**config.mk**
```make
export PLATFORM = sky130hd
export DESIGN_NAME = sbx_guard
export DESIGN_NICKNAME = d
export VERILOG_FILES = /design/src/rtl/sbx_guard_pkg.sv /design/src/rtl/sbx_region_match.sv /design/src/rtl/sbx_verdict.sv /design/src/rtl/sbx_guard.sv
export SDC_FILE = /design/constraint.sdc
export NUM_CORES = 1
export LEC_CHECK = 0
export BUFFER_PORTS_ARGS = -buffer_cell sky130_fd_sc_hd__buf_2
export CORE_AREA = 5 5 224 226
export DETAILED_ROUTE_END_ITERATION = 8
export DIE_AREA = 0 0 229 231
export GPL_TIMING_DRIVEN = 0
export HOLD_SLACK_MARGIN = 0.03
export SYNTH_ARGS = -nofsm -noshare
export SYNTH_HDL_FRONTEND = slang
export SYNTH_HIERARCHICAL = 1
export SYNTH_SLANG_ARGS = --single-unit
export TNS_END_PERCENT = 50
```
**constraint.sdc**
```tcl
create_clock -name clk_i -period 0.8 [get_ports clk_i]
set_clock_uncertainty 0.05 [all_clocks]
set_input_delay 0.12 -clock clk_i [delete_from_list [all_inputs] [get_ports clk_i]]
set_output_delay 0.12 -clock clk_i [all_outputs]
set_load 0.005 [all_outputs]
```
**src/rtl/sbx_guard_pkg.sv**
```systemverilog
package sbx_guard_pkg;
  typedef enum logic [1:0] {
    FLOW_NONE = 2'd0,
    FLOW_SEQ  = 2'd1,
    FLOW_JUMP = 2'd2
  } flow_e;

  typedef enum logic [1:0] {
    MEM_NONE  = 2'd0,
    MEM_LOAD  = 2'd1,
    MEM_STORE = 2'd2
  } mem_e;

  localparam int unsigned V_BIT  = 0;
  localparam int unsigned R_BIT  = 1;
  localparam int unsigned W_BIT  = 2;
  localparam int unsigned X_BIT  = 3;
  localparam int unsigned SZ_LSB = 11;
  localparam int unsigned PAGE_W = 12;

  typedef struct packed {
    logic x;
    logic w;
    logic r;
    logic v;
  } perm_t;
endpackage

```
**src/rtl/sbx_region_match.sv**
```systemverilog
module sbx_region_match
  import sbx_guard_pkg::*;
#(
  parameter int unsigned XLEN   = 64,
  parameter int unsigned RS_MAX = 20,
  parameter int unsigned NADDR  = 3
) (
  input  logic [XLEN-1:0]             cfg_i,
  input  logic [NADDR-1:0][XLEN-1:0]  addr_i,
  output logic [NADDR-1:0]            hit_o,
  output perm_t                       perm_o
);
  localparam int unsigned FW = XLEN - SZ_LSB;

  logic [FW-1:0]   field;
  logic [FW-1:0]   run;
  logic [XLEN-1:0] care;

  assign field = cfg_i[XLEN-1:SZ_LSB];
  // ones at field bits 0..RS: trailing ones plus the terminating zero
  assign run   = field ^ (field + 1'b1);

  for (genvar a = 0; a < XLEN; a++) begin : g_care
    if (a < PAGE_W) begin : g_low
      assign care[a] = 1'b0;
    end else if (a >= PAGE_W + RS_MAX) begin : g_cap
      assign care[a] = 1'b1;
    end else begin : g_napot
      assign care[a] = ~run[a-SZ_LSB];
    end
  end

  for (genvar k = 0; k < NADDR; k++) begin : g_hit
    assign hit_o[k] = cfg_i[V_BIT] && (((addr_i[k] ^ cfg_i) & care) == '0);
  end

  assign perm_o = '{x: cfg_i[X_BIT], w: cfg_i[W_BIT], r: cfg_i[R_BIT], v: cfg_i[V_BIT]};
endmodule

```
**src/rtl/sbx_verdict.sv**
```systemverilog
module sbx_verdict
  import sbx_guard_pkg::*;
#(
  parameter int unsigned NREG = 4
) (
  input  logic [NREG-1:0] pc_hit_i,
  input  logic [NREG-1:0] tgt_hit_i,
  input  logic [NREG-1:0] mem_hit_i,
  input  logic [NREG-1:0] xm_i,
  input  logic [NREG-1:0] rm_i,
  input  logic [NREG-1:0] wm_i,
  input  flow_e           flow_i,
  input  mem_e            mem_i,
  input  logic            priv_i,
  input  logic            pgf_i,
  output logic            sbx_o,
  output logic            redir_o,
  output logic            fault_o,
  output logic [NREG-1:0] err_o
);
  logic [NREG-1:0] pc_exec;
  logic jump_bad, seq_bad, ld_bad, st_bad;

  always_comb begin
    pc_exec  = pc_hit_i & xm_i;
    sbx_o    = |pc_exec;
    jump_bad = (flow_i == FLOW_JUMP) && !(|(tgt_hit_i & xm_i));
    seq_bad  = (flow_i == FLOW_SEQ) && ((pc_exec & ~tgt_hit_i) != '0);
    ld_bad   = (mem_i == MEM_LOAD)  && !(|(mem_hit_i & rm_i));
    st_bad   = (mem_i == MEM_STORE) && !(|(mem_hit_i & wm_i));
    redir_o  = sbx_o && (priv_i || jump_bad || seq_bad || ld_bad || st_bad);
    fault_o  = pgf_i && !redir_o;
    err_o    = '0;
    if (redir_o) begin
      if (jump_bad) err_o = err_o | (tgt_hit_i & ~xm_i);
      if (ld_bad)   err_o = err_o | (mem_hit_i & ~rm_i);
      if (st_bad)   err_o = err_o | (mem_hit_i & ~wm_i);
    end
  end
endmodule

```
**src/rtl/sbx_guard.sv**
```systemverilog
module sbx_guard
  import sbx_guard_pkg::*;
#(
  parameter int unsigned XLEN   = 64,
  parameter int unsigned NREG   = 4,
  parameter int unsigned RS_MAX = 20
) (
  input  logic                 clk_i,
  input  logic                 rst_ni,
  input  logic [NREG*XLEN-1:0] region_cfg_i,
  input  logic [XLEN-1:0]      trap_cfg_i,
  input  logic [XLEN-1:0]      pc_i,
  input  logic [1:0]           flow_i,
  input  logic [XLEN-1:0]      next_pc_i,
  input  logic [1:0]           mem_op_i,
  input  logic [XLEN-1:0]      mem_addr_i,
  input  logic                 instr_priv_i,
  input  logic                 pgfault_i,
  output logic                 sbx_mode_o,
  output logic                 redir_o,
  output logic [XLEN-1:0]      redir_addr_o,
  output logic                 fault_o,
  output logic [NREG-1:0]      err_region_o
);
  localparam int unsigned NADDR = 3;
  localparam int unsigned A_PC  = 0;
  localparam int unsigned A_TGT = 1;
  localparam int unsigned A_MEM = 2;

  logic [NADDR-1:0][XLEN-1:0] addrs;
  logic [NREG-1:0] pc_hit, tgt_hit, mem_hit, xm, rm, wm;
  logic            sbx_d, redir_d, fault_d;
  logic [NREG-1:0] err_d;

  assign addrs[A_PC]  = pc_i;
  assign addrs[A_TGT] = next_pc_i;
  assign addrs[A_MEM] = mem_addr_i;

  for (genvar i = 0; i < NREG; i++) begin : g_reg
    logic [NADDR-1:0] hit;
    perm_t            perm;

    sbx_region_match #(
      .XLEN  (XLEN),
      .RS_MAX(RS_MAX),
      .NADDR (NADDR)
    ) u_match (
      .cfg_i (region_cfg_i[i*XLEN +: XLEN]),
      .addr_i(addrs),
      .hit_o (hit),
      .perm_o(perm)
    );

    assign pc_hit[i]  = hit[A_PC];
    assign tgt_hit[i] = hit[A_TGT];
    assign mem_hit[i] = hit[A_MEM];
    assign xm[i]      = perm.x;
    assign rm[i]      = perm.r;
    assign wm[i]      = perm.w;
  end

  sbx_verdict #(.NREG(NREG)) u_verdict (
    .pc_hit_i (pc_hit),
    .tgt_hit_i(tgt_hit),
    .mem_hit_i(mem_hit),
    .xm_i     (xm),
    .rm_i     (rm),
    .wm_i     (wm),
    .flow_i   (flow_e'(flow_i)),
    .mem_i    (mem_e'(mem_op_i)),
    .priv_i   (instr_priv_i),
    .pgf_i    (pgfault_i),
    .sbx_o    (sbx_d),
    .redir_o  (redir_d),
    .fault_o  (fault_d),
    .err_o    (err_d)
  );

  always_ff @(posedge clk_i or negedge rst_ni) begin
    if (!rst_ni) begin
      sbx_mode_o   <= 1'b0;
      redir_o      <= 1'b0;
      redir_addr_o <= '0;
      fault_o      <= 1'b0;
      err_region_o <= '0;
    end else begin
      sbx_mode_o   <= sbx_d;
      redir_o      <= redir_d;
      redir_addr_o <= redir_d ? {trap_cfg_i[XLEN-1:2], 2'b00} : '0;
      fault_o      <= fault_d;
      err_region_o <= err_d;
    end
  end
endmodule

```
==> summary.md, run 1 <==
| Metric | Value |
|---|---|
| Status | `complete, but fails checks` |
| Failing checks | `hold timing, setup timing` |
| Die ar. | `52900 µm²` |
| Final nets | `about 2500` |
| Synth Cell Area | `12000 µm²` |
| Multi-input logic area | `roughly 11000 µm²` |
| Clock transition at path regs | `about 0.060 ns` |
| Seq. cell area | `1730 µm²` |
| Share of post-route cells with drive strength above 1 | `41.2%` |
| Vias in the first global route | `about 15000` |
| Clk sinks | `between 60 and 70` |
| Critical Path AT | `between 3 and 4 ns` |
| Final setup viols | `roughly 140` |
| Vias per cell | `5.36` |
| Non-filler cells, final | `roughly 2700` |
| Worst path max stage delay | `roughly 0.43 ns` |
| Die Y | `roughly 230 µm` |
| CP max stage cell | `a2111oi_4` |
| Gate Count Post-Synth | `approximately 1400` |
| H-tree Lvls | `3` |
| Worst-path fanout max | `6` |
| Kind of cell adding the most delay to the critical path | `simple AND/OR/NAND/NOR gates` |
| Final HPWL DP | `~69 mm` |
| Starting Density | `about a quarter` |
| Placement Cell Area | `roughly 15000 µm²` |
| Die Width | `roughly 230 µm` |
| Routed vias | `approximately 14000` |
| I/O Pins | `just under 600` |
| Finished Cell Area | `around 18000 µm²` |
| Number of remaining DRC errors | `0` |
| CTS tree | `done` |
| Final min period | `3.18 ns` |
| Crit path required time | `about 0.96 ns` |
| Setup crit end kind | `flip-flop` |
| Hold_buf cts | `55` |
| Hold slack | `-0.143 ns` |
| WP buf/inv | `4` |
| Wire length per cell | `between 20 and 30 µm` |
| GP Congestion | `0.975` |
| Worst path cell trace | `buf_2 > xor2_1 > nor4_1 > nand2_1 > a2111oi_4 > nand4_1 > nor4_4 > a222oi_1 > a31oi_2 > buf_6 > buf_12 > a41oi_4 > clkbuf_8 > and2_4` |
| Hold Violations, Final | `69` |
| CTS buffer count | `9` |
| Gr ovfl total | `0` |
| Tcrit/Tclk final | `397%` |
| # rows | `81` |
| WL final | `a little under 80 mm` |
| Total of max-cap violations | `0` |
| Syn. warnings | `6` |
| Port Buf Inserts | `between 400 and 500` |
| Fmax achieved | `approximately 0.31 GHz` |
| CTS root buf | `clkbuf_16` |
| Worst slew margin | `roughly 45%` |
| First-pass GRT wire length | `around 110 mm` |
| Placed insts | `2535` |
| Drt initial violations | `about 1200` |
| Pins Over Slew Limit | `0` |
| Core area | `~48000 µm²` |
| Hold Crit Class | `input pin to async pin` |
| # fillers | `between 4000 and 5000` |
| CTS max path bufs | `2` |
| Initial antenna violation count | `slightly above 40` |
| P&R area growth vs syn | `52.1%` |
| Largest net degree at the start of global routing | `70` |
| Critical path class | `input pin to flip-flop` |
| Antenna viol nets, final | `0` |
| Setup ws final | `-2.38 ns` |
| VDD IR max | `about 1 mV` |
| RSZ-0062 raised after global routing | `true` |
| Startpoint Class | `input pin` |
| Post-Syn Area per Cell | `about 8.4 µm²` |
| DRT Pass-1 Iters | `7` |
| Pwr/cell area | `918 nW/µm²` |
| Worst-Margin Slew | `between 0.8 and 0.9 ns` |
| LEAKAGE | `just under 8 nW` |
| Total GRT Usage | `28.2%` |
[final cells by class]
class | instances | share of cell area [%]
multi-input combinational | 1278 | 61.2
timing repair buffer | 575 | 19.7
sequential | 69 | 9.47
tap | 622 | 4.27
buffer | 70 | 2.99
clock buffer | 9 | 1.24
clock inverter | 7 | 0.563
inverter | 15 | 0.309
antenna | 19 | 0.261
[routing by layer]
metal | up-vias | track usage, % | wire [µm]
li1 | 6319 | - | -
met1 | 6853 | 30.7 | 28500
met2 | 863 | 51.2 | 39800
met3 | 219 | 6.42 | 6030
met4 | 32 | 14.4 | 5000
met5 | - | 0 | 199
[power breakdown]
| group | internal (mW) | switching [mW] |
|---|---|---|
| Clock | 2.77 | 1.54 |
| Combinational | 3.63 | 5.30 |
| Sequential | 3.49 | 0.000522 |
[sequential cells by signal (all words and copies together) (netlist names)]
name	count
err_region_o	4
sbx_mode_o	1
fault_o	1
redir_addr_o	62
redir_o	1
[placed cells by master (no fill, tap or decap), types with 20 or more instances in the layout]
cell / count
buf_2: 446
xor2_1: 338
xnor2_1: 217
dfrtp_1: 69
buf_4: 65
nand4_1: 62
nand2_1: 61
dlygate4sd3_1: 55
nor2_1: 51
and2_4: 43
buf_6: 40
nand3_1: 39
a21oi_1: 34
nor4_1: 31
o21ai_0: 29
nor4_4: 25
nor4_2: 20
[worst max-delay path by stage]
stage,cells past startpoint,end,slack (ns),start
3_5_place_dp,12,redir_addr_o[6],-3.82,region_cfg_i[178]
3_3_place_gp,12,redir_addr_o[6],-3.81,region_cfg_i[178]
5_1_grt,14,redir_addr_o[28],-2.41,region_cfg_i[108]
2_1_floorplan,12,redir_addr_o[10],-1.88,region_cfg_i[16]
6_report,14,redir_addr_o[44],-2.38,region_cfg_i[108]
4_1_cts,14,redir_addr_o[55],-2.30,mem_addr_i[40]
[per-stage QoR]
stage          utilization [%]  power (mW)  TNS, ns  setup slack [ns]
3_5_place_dp              31.9        11.1  -262.65             -3.82
2_1_floorplan                -        7.22  -127.46             -1.88
6_report                  37.9        16.7  -171.81             -2.38
3_3_place_gp              31.9        11.1  -305.45             -3.81
4_1_cts                   36.4        16.3  -167.93             -2.30
5_1_grt                   37.8        17.4  -175.54             -2.41
[timing repair]
action / CTS / global route
endpoints found under the hold margin: 125 / 70
setup endpoints to repair: 138 / 138
resized for setup: 231 / 124
setup buffers: 20 / 18
cloned: 6 / 0
pin swaps: 59 / 39
Note: power is estimated with default switching activity, not from simulation.
==> inputs of run 2 (changes only) <==
SKIP_CTS_REPAIR_TIMING = 1   (was unset)
==> summary.md, run 2 (same netlist as run 1, synthesis figures left out) <==
| Metric | Value |
|---|---|
| Status | `complete, but fails checks` |
| Failing checks | `hold timing, setup timing` |
| Placed insts | `2535 (unchanged)` |
| Largest Register | `redir_addr_o` |
| Pwr/cell area | `925 nW/µm² (+0.81%)` |
| Post-route setup TNS | `-179.61 ns (-7.80 ns)` |
| LEAKAGE | `7.61 nW (-1.1%)` |
| First-pass GRT wire length | `104 mm (-3.8%)` |
| Critical Path AT | `3.48 ns (+0.14 ns)` |
| Final nets | `2538 (-0.16%)` |
| # fillers | `5024 (+0.54%)` |
| CP startpoint | `mem_addr_i[60]` |
| Wire length per cell | `30.0 µm (+0.59%)` |
| CTS max path bufs | `2 (unchanged)` |
| Worst-Margin Slew | `0.833 ns (+0.00225 ns)` |
| # rows | `81 (unchanged)` |
| Total of max-cap violations | `0 (unchanged)` |
| P&R area growth vs syn | `49.0%` |
| RSZ-0062 raised after global routing | `true` |
| CTS tree | `done` |
| Die ar. | `52900 µm² (unchanged)` |
| I/O Pins | `591 (unchanged)` |
| Clk sinks | `69 (unchanged)` |
| Crit path required time | `0.96 ns (about the same)` |
| VDD IR max | `1.02 mV (+0.48%)` |
| Worst slew margin | `44.5% (-0.15 points)` |
| Largest register FFs | `62 (unchanged)` |
| Routed vias | `14300 (-0.21%)` |
| Die Width | `229 µm (unchanged)` |
| Critical path class | `input pin to flip-flop` |
| WL final | `79.9 mm (+0.48%)` |
| Startpoint Class | `input pin` |
| Seq. cell area | `1730 µm² (unchanged)` |
| Vias in the first global route | `14000 (-4.4%)` |
| Fmax achieved | `0.301 GHz (-4.3%)` |
| Setup crit end kind | `flip-flop` |
| Total power draw | `16.5 mW (-1.2%)` |
| Total GRT Usage | `27.2% (-0.97 points)` |
| Tcrit/Tclk final | `415% (+18 points)` |
| Initial antenna violation count | `41 (unchanged)` |
| Non-filler cells, final | `2661 (-0.11%)` |
| Drt initial violations | `1041 (-9.5%)` |
| Largest net degree at the start of global routing | `70 (unchanged)` |
| Clock transition at path regs | `0.07 ns (about the same)` |
| Largest registers | `redir_addr_o: 62 flops, err_region_o: 4 flops` |
| CTS root buf | `clkbuf_16` |
| Hold slack | `-0.144 ns (-0.000989 ns)` |
| GP Congestion | `0.975 (unchanged)` |
| Antenna viol nets, final | `0 (unchanged)` |
| Leading cell type in the layout, fill and taps excluded | `buf_2` |
| Worst-path fanout max | `8 (+2)` |
| Final HPWL DP | `69.1 mm (unchanged)` |
| Die Y | `231 µm (unchanged)` |
| Final setup viols | `138 (unchanged)` |
| Core area | `48100 µm² (unchanged)` |
| Setup crit end | `redir_addr_o[20]` |
| Hold Violations, Final | `69 (unchanged)` |
| H-tree Lvls | `3 (unchanged)` |
| Final min period | `3.32 ns (+0.144 ns)` |
| Starting Density | `24.9% (unchanged)` |
| CTS buffer count | `9 (unchanged)` |
| Number of remaining DRC errors | `0 (unchanged)` |
| Setup ws final | `-2.52 ns (-0.144 ns)` |
| Multi-input logic area | `10900 µm² (-2.1%)` |
| DRT Pass-1 Iters | `7 (unchanged)` |
| Hold Crit Class | `input pin to async pin` |
| Vias per cell | `5.36 (about the same)` |
| Gr ovfl total | `0 (unchanged)` |
| Commonest non-fill, non-tap cells in the layout | `buf_2, xor2_1, xnor2_1, dfrtp_1` |
| Port Buf Inserts | `478 (unchanged)` |
| Share of post-route cells with drive strength above 1 | `39.7% (-1.5 points)` |
| Pins Over Slew Limit | `0 (unchanged)` |
run 2: cell types whose count changed in the layout (fill, tap and decap cells not counted), sizes merged:
cell / delta
dlygate4sd3: +1
clkbuf: -5
diode: +1
run 2: where the power goes:
group	switching [mW]	internal, mW
Sequential	0.000493	3.49
Clock	1.55	2.77
Combinational	5.23	3.48
run 2: worst min-delay path by stage:
| stage | cells past startpoint | start | to |
|---|---|---|---|
| 2_1_floorplan | 0 | rst_ni | err_region_o[0] |
| 3_3_place_gp | 2 | trap_cfg_i[42] | redir_addr_o[42] |
| 3_5_place_dp | 1 | rst_ni | redir_addr_o[12] |
| 4_1_cts | 1 | rst_ni | redir_addr_o[12] |
| 5_1_grt | 1 | rst_ni | redir_addr_o[40] |
| 6_report | 1 | rst_ni | redir_addr_o[40] |
run 2: layer usage:
metal	global-route usage, %	share of wire [%]
met1	29.9	35
met2	49.0	51
met3	6.41	7.9
met4	13.9	5.9
met5	0	0.24
run 2: worst max-delay path, stage by stage:
cell	delay, ns
buf_2	0.25
xor2_1	0.15
nor4_4	0.43
nand4_1	0.34
a2111oi_4	0.35
nand4_1	0.27
nor4_4	0.27
buf_4	0.19
nand2_1	0.12
a31oi_4	0.20
buf_6	0.13
a41oi_4	0.12
buf_12	0.20
clkbuf_16	0.15
and2_2	0.16
run 2: metrics by stage:
step           hold slack (ns)  instance area [µm²]  worst slack, ns  utilization (%)
4_1_cts                 -0.121                15700            -3.49             32.6
5_1_grt                -0.0671                17800            -2.54             37.1
2_1_floorplan           -0.226                12200            -1.88                -
3_5_place_dp             0.224                15400            -3.82             31.9
3_3_place_gp             0.296                15400            -3.81             31.9
6_report                -0.144                17900            -2.52             37.1
run 2: final cells by class:
cell class | instances | share of cell area, %
buffer | 71 | 3.07
antenna | 20 | 0.280
sequential | 69 | 9.67
tap | 622 | 4.36
inverter | 15 | 0.315
clock inverter | 7 | 0.575
clock buffer | 9 | 1.26
multi-input combinational | 1278 | 61.1
timing repair buffer | 570 | 19.4
